File: config.mk
export PLATFORM = sky130hd
export DESIGN_NAME = nsctl_reg
export DESIGN_NICKNAME = d
export VERILOG_FILES = /design/src/rtl/nsctl_reg.sv
export SDC_FILE = /design/constraint.sdc
export NUM_CORES = 1
export LEC_CHECK = 0
export BUFFER_PORTS_ARGS = -buffer_cell sky130_fd_sc_hd__buf_4
export CORE_UTILIZATION = 40
export DETAILED_ROUTE_END_ITERATION = 7
export MAX_ROUTING_LAYER = met4
export PLACE_DENSITY = 0.72
export SLEW_MARGIN = 0
export SYNTH_ARGS = -nofsm -noshare
export SYNTH_HDL_FRONTEND = slang
export SYNTH_SLANG_ARGS = --single-unit
File: constraint.sdc
create_clock -name clk -period 1.85 [get_ports clk]
set_clock_uncertainty 0.1 [all_clocks]
set_input_delay 0.185 -clock clk [delete_from_list [all_inputs] [get_ports clk]]
set_output_delay 0.185 -clock clk [all_outputs]
set_load 0.02 [all_outputs]
File: src/rtl/nsctl_reg.sv
module nsctl_reg #(
  parameter logic [11:0]  CSR_ADDR     = 12'h7C0,
  parameter logic [15:0]  PAGE_MASK    = 16'h0106,
  parameter logic [127:0] FOREIGN_MASK = 128'h0000_0000_0000_0003_0000_0000_0001_000F,
  parameter logic [7:0]   CUSTOM_MASK  = 8'h0F,
  parameter logic         BE_OK        = 1'b1
) (
  input  logic        clk,
  input  logic        rst_n,
  input  logic [11:0] csr_addr,
  input  logic        csr_we,
  input  logic [31:0] csr_wdata,
  output logic [31:0] csr_rdata,
  output logic        ns_foreign,
  output logic [3:0]  ns_page,
  output logic        ns_big_endian,
  output logic [6:0]  ns_arch,
  output logic [7:0]  ns_custom,
  output logic        trap_illegal
);
  localparam logic [15:0] PAGES_OK = PAGE_MASK | 16'h0001;

  logic [31:0] ns_q;
  logic        hit, wr, rv_ok, fa_ok, legal;

  assign hit = csr_addr == CSR_ADDR;
  assign wr  = csr_we && hit;

  assign rv_ok = !csr_wdata[5] && (csr_wdata[23:7] == '0) &&
                 ((csr_wdata[31:24] & ~CUSTOM_MASK) == '0) &&
                 PAGES_OK[csr_wdata[4:1]] &&
                 (BE_OK || !csr_wdata[6]);
  assign fa_ok = (csr_wdata[31:8] == '0) && FOREIGN_MASK[csr_wdata[7:1]];
  assign legal = csr_wdata[0] ? fa_ok : rv_ok;

  always_ff @(posedge clk or negedge rst_n)
    if (!rst_n)          ns_q <= '0;
    else if (wr && legal) ns_q <= csr_wdata;

  assign trap_illegal  = wr && !legal;
  assign csr_rdata     = hit ? ns_q : '0;
  assign ns_foreign    = ns_q[0];
  assign ns_page       = ns_q[0] ? 4'd0 : ns_q[4:1];
  assign ns_big_endian = !ns_q[0] && ns_q[6];
  assign ns_arch       = ns_q[0] ? ns_q[7:1] : 7'd0;
  assign ns_custom     = ns_q[0] ? 8'd0 : ns_q[31:24];
endmodule


### Yosys cells after proc, flatten, opt, wreduce, memory -nomap -nowiden

Memories as Yosys holds them, arrays and structs flattened.
Index checks and enable logic that the tools add are counted.

* magnitude comparators: 2
* equality and inequality tests: 1
* mux-type cells: 7
* reductions and logical operators: 14

Operators by type and width (count)
* $mux 32: 1
* $logic_not 24->1: 1
* $logic_not 17->1: 1
* $eq 12x11->1 const B: 1
* $logic_and 1x1->1: 8
* $logic_not 8->1: 1
* $lt 7x8->1 const B: 1
* $mux 8: 1
* $mux 7: 1
* $lt 4x5->1 const B: 1
* $mux 4: 1
* $logic_not 1->1: 3
* $mux 1: 3

* flip-flop bits (word level): 32
* bits in read-only memories: 144
* input bits: 47
* output and inout port bits: 54
* word-level logic and storage cells: 27
* memories: 2

Memory list
* (no name shown): depth 128, bits a word 1, rd ports 1, clocked after memory_dff 0, write ports 0, line 33 `assign fa_ok = (csr_wdata[31:8] == '0) && FOREIGN_MASK[csr_wdata[7:1]];`
* (no name shown): depth 16, bits a word 1, rd ports 1, clocked after memory_dff 0, write ports 0, line 31 `PAGES_OK[csr_wdata[4:1]] &&`

### Logic depth before layout (Yosys ltp)

* depth in word-level cells: 7
* depth in mapped cells: 5
* gate-level depth less buffers: 4

### Worst setup path before layout

No wires, ideal clock.

* path type: input-to-reg
* start point: input port csr_wdata[4]
* end point: register ns_q[0]
* setup time: 125 ps
* arrival time: 1821 ps
* data required time: 1625 ps
* setup slack: -196 ps
* cell stages on the path: 5
* buffers on the path: 1
* cell sequence: maj3_2 or4_4 a2111oi_4 buf_6 mux2_4

* word-level cells in the longest chain between the ends: 5
* elaborated cells between the ends (all ways): 8
* those cells by class: 3 x mux; 3 x reduce/logical; 2 x memory

RTL lines
* from (decl): line 12 `input logic [31:0] csr_wdata,`
* $mem_v2 128x1 or $mem_v2 16x1 (tied branches)
* $mux 1, on equally long branches: line 33, 31
* $logic_and 1x1->1, on equally long branches: line 33, 30
* $mux 1 *: line 34 `assign legal = csr_wdata[0] ? fa_ok : rv_ok;`
* $logic_and 1x1->1 *: line 38 `else if (wr && legal) ns_q <= csr_wdata;`
* to (signal assigned): line 38
* to (decl): line 23 `logic [31:0] ns_q;`

Mark *: on every way between the ends. The rest lies on a longest branch, timed or not. The select of a mux whose other input is x is not followed.
A chain may end at the register's enable or synchronous reset.

### Worst setup path after layout

* start point: input port csr_wdata[4]
* end point: register ns_q[26]

The elaborated chain is that of the path after synthesis.

==> flow_summary_export.csv <==
group,metric,value,unit
outcome,status,"finished, final reports clean",
placed_design,gp_congestion,0.8060,
global_route,gr-usage-all-layers,21.49,%
floorplanning,core_area,3799,sq um
finish,final_area,2699,sq um
finish,antenna_cells,0,
cts,numCtsBuffers,5,
sta,slew_headroom,73.17,%
finish,drive_above_1_share,53.79,%
route,wirelength,4121,um
floorplanning,dieHeight,65.89,um
floorplanning,num_rows,22,
power,leakage,1.458,nW
power,p_per_area,542.9,nW/um^2
finish,final_nets,310,
critical_path,crit_fanout,14,
cts,clk_latency,0.28,ns
finish,largest_reg_flops,32,
sta,holdWs,0.04126,ns
yosys,synth_seq_cells,32,
yosys,synth-edff-count,0,
yosys,synth_top_flop_cell,"dfrtp_1",
floorplanning,die_w,65.89,um
critical_path,crit_required,1.91,ns
sta,drv_slew,0,
yosys,synth_commonest_cells,"39 x and2_1, 34 x nor2b_1, 32 x dfrtp_1",
yosys,synth_cell_types,22,
finish,multiInputGateArea,824.5,sq um
route,dr.pass1.iters,4,
critical_path,critPathBufInv,2,
worst_hold_path,hold_class,"primary input to flop",
yosys,post-synth-top-area-fraction,49.04,%
critical_path,worst_setup_path_start_kind,"primary input",
placed_design,hpwl,3208,um
sta,rsz0062_at_grt,"true",
critical_path,cp_slowest_cell,"or4_4",
power,ir_worst_vdd,0.3520,mV
critical_path,crit_end,"ns_q[26]",
yosys,synth_fp_nets,194,
sta,hold_viol_final,0,
global_route,antenna_found_initial,0,
global_route,gr-total-overflow,0,
yosys,yosysMostFrequentCell,"and2_1",
critical_path,cp.depth,6,
cts,ctsRootBufferMaster,"clkbuf_8",
yosys,syn_avg_cell_area,11.11,sq um
yosys,yosysSeqAreaShare,49.04,%
yosys,syn-instance-count,147,
yosys,ys_warn_count,0,
floorplanning,die-area,4341,sq um
cts,post_cts_buffers,0,
critical_path,cp_top_family,"simple AND/OR/NAND/NOR gates",
finish,top_register,"ns_q",
yosys,synthArstFlopShare,100.0,%
floorplanning,io_pins,101,
route,route.detailed.drc,0,
critical_path,r2r_end,"ns_q[0]",
placed_design,dpl-instance-area,2536,sq um
sta,min_period_over_period,98.43,%
route,ant_nets,0,
placed_design,port_buffers,100,
sta,fmax,0.5492,GHz
critical_path,cp.arrival,1.89,ns
route,viasPerCell,4.577,
cts,clk_pin_slew,0.06,ns
power,switching_share,19.27,%
critical_path,critical_path.endpoint_type,"flop",
finish,ff_latch_area,802.0,sq um
sta,fin_crit,1.821,ns
power,p_switching,282.3,uW
finish,top_regs,"ns_q: 32 flops",
critical_path,crit_start,"csr_wdata[4]",
power,power_frac_comb,8.6,%
yosys,synth.area.top_cells,"dfrtp_1 49%, and2_1 15%, nor2b_1 13%, mux2_4 8.3%, a2111oi_4 1.7%",
cts,cts_tree,"built",
run,drv_cap,0,
power,p_clk_share,43.7,%
finish,nFillCells,297,
global_route,grt_pass1_wl,6672,um
power,p_int,1.183,mW
critical_path,r2r_slack,0.75,ns
finish,synthToLayoutAreaGrowth,65.29,%
sta,setup_viol,0,
sta,tightest_slew,0.4025,ns
critical_path,r2r-start,"ns_q[0]",
cts,htreeDepth,2,
yosys,yosys.area.top_type,"dfrtp_1",
power,seqPwrFrac,47.8,%
route,vias,1428,
cts,cts_buffer_depth,2,
cts,clock_sinks,32,
critical_path,reg2reg_depth,1,
global_route,first_global_vias,1424,
route,post_drt_wl_per_cell,13.21,um
global_route,grt_max_degree,33,
floorplanning,start_util,42.98,%
critical_path,path_class,"primary input to flop",
route,drt_iter0_drc,16,
yosys,netlist_area,1633,sq um
critical_path,cp_slowest_stage_delay,0.44,ns
critical_path,path_cells,"buf_6 > maj3_2 > or4_4 > a2111oi_4 > buf_12 > mux2_4",
-- stage by stage --
stage | std cells | utilization (%) | TNS (ns) | total power [mW] | setup slack, ns
finish | 312 | 71.05 | 0 | 1.465 | 0.02913
CTS | 312 | 70.06 | 0 | 1.478 | 0.0008142
detailed placement | 303 | 66.77 | -7.417 | 0.8313 | -0.3237
floorplan | 147 | - | -1.868 | 0.7249 | -0.1963
global route | 312 | 71.05 | -0.0001992 | 1.529 | -0.0001992
global placement | 303 | 66.77 | -7.022 | 0.8301 | -0.3060
-- power by group through the flow --
stage / combinational (mW) / sequential (mW) / clock, mW
4_1_cts: 0.121 / 0.700 / 0.657
6_report: 0.125 / 0.700 / 0.640
3_3_place_gp: 0.117 / 0.713 / 0
2_1_floorplan: 0.0120 / 0.713 / 0
3_5_place_dp: 0.119 / 0.713 / 0
5_1_grt: 0.138 / 0.699 / 0.692
-- what timing repair did --
| action | 4_1_cts | 5_1_grt |
|---|---|---|
| hold buffers | 1 | 0 |
| gates cloned | 0 | 0 |
| gates resized for setup | 2 | 8 |
| pin swaps | 0 | 2 |
| endpoints found under the setup margin | 2 | 58 |
| endpoints found under the hold margin | 32 | 0 |
-- logic make-up (layout without fill, tap and decap cells) --
kind of cell / after synthesis / in the layout / share of synthesized area [%]
AO/OA/AOI/OAI: 4 / 4 / 2.912
adder cells (fa/ha/maj): 1 / 1 / 0.6896
buffers and inverters: 8 / 125 / 2.452
flip-flops: 32 / 32 / 49.04
multiplexers: 11 / 11 / 9.655
AND/OR/NAND/NOR: 91 / 91 / 35.25
-- worst min-delay path by stage --
stage	endpoint	startpoint	depth (start not counted)
floorplan	ns_q[0]	rst_n	0
global placement	ns_q[31]	rst_n	1
detailed placement	ns_q[31]	rst_n	1
CTS	ns_q[27]	csr_wdata[27]	2
global route	ns_q[24]	csr_wdata[24]	2
finish	ns_q[27]	csr_wdata[27]	2
-- layout by cell type, fill, tap and decap left out --
master         instances
nor4_1                 3
dlygate4sd3_1          1
nor4bb_2               2
clkinv_2               1
or4_4                  1
dfrtp_2                1
and3_1                 1
buf_12                 1
a2111oi_4              1
clkbuf_8               5
nand4_1                2
a21oi_1                1
nor2_1                 2
o211ai_1               1
maj3_2                 1
nor3_1                 3
nor4b_1                1
a211oi_1               1
buf_4                112
clkbuf_1               1
nor4b_2                1
nor2b_1               34
nand2_1                1
nor4_2                 1
buf_6                  3
bufinv_16              1
dfrtp_1               31
and2_1                39
mux2_4                11
-- final cells by class --
class                      instances  area share [%]
clock inverter                     2           1.298
sequential                        32           29.72
timing repair buffer             117           33.52
clock buffer                       6           2.689
multi-input combinational        107           30.55
tap                               48           2.225
-- routing by layer --
| layer | GRT usage, % | part of all wire [%] |
|---|---|---|
| met1 | 26.46 | 45 |
| met2 | 33.93 | 48 |
| met3 | 4.828 | 5.6 |
| met4 | 8.967 | 1.0 |
| met5 | - | 0 |
No activity file was read; power rests on OpenSTA's default activity.
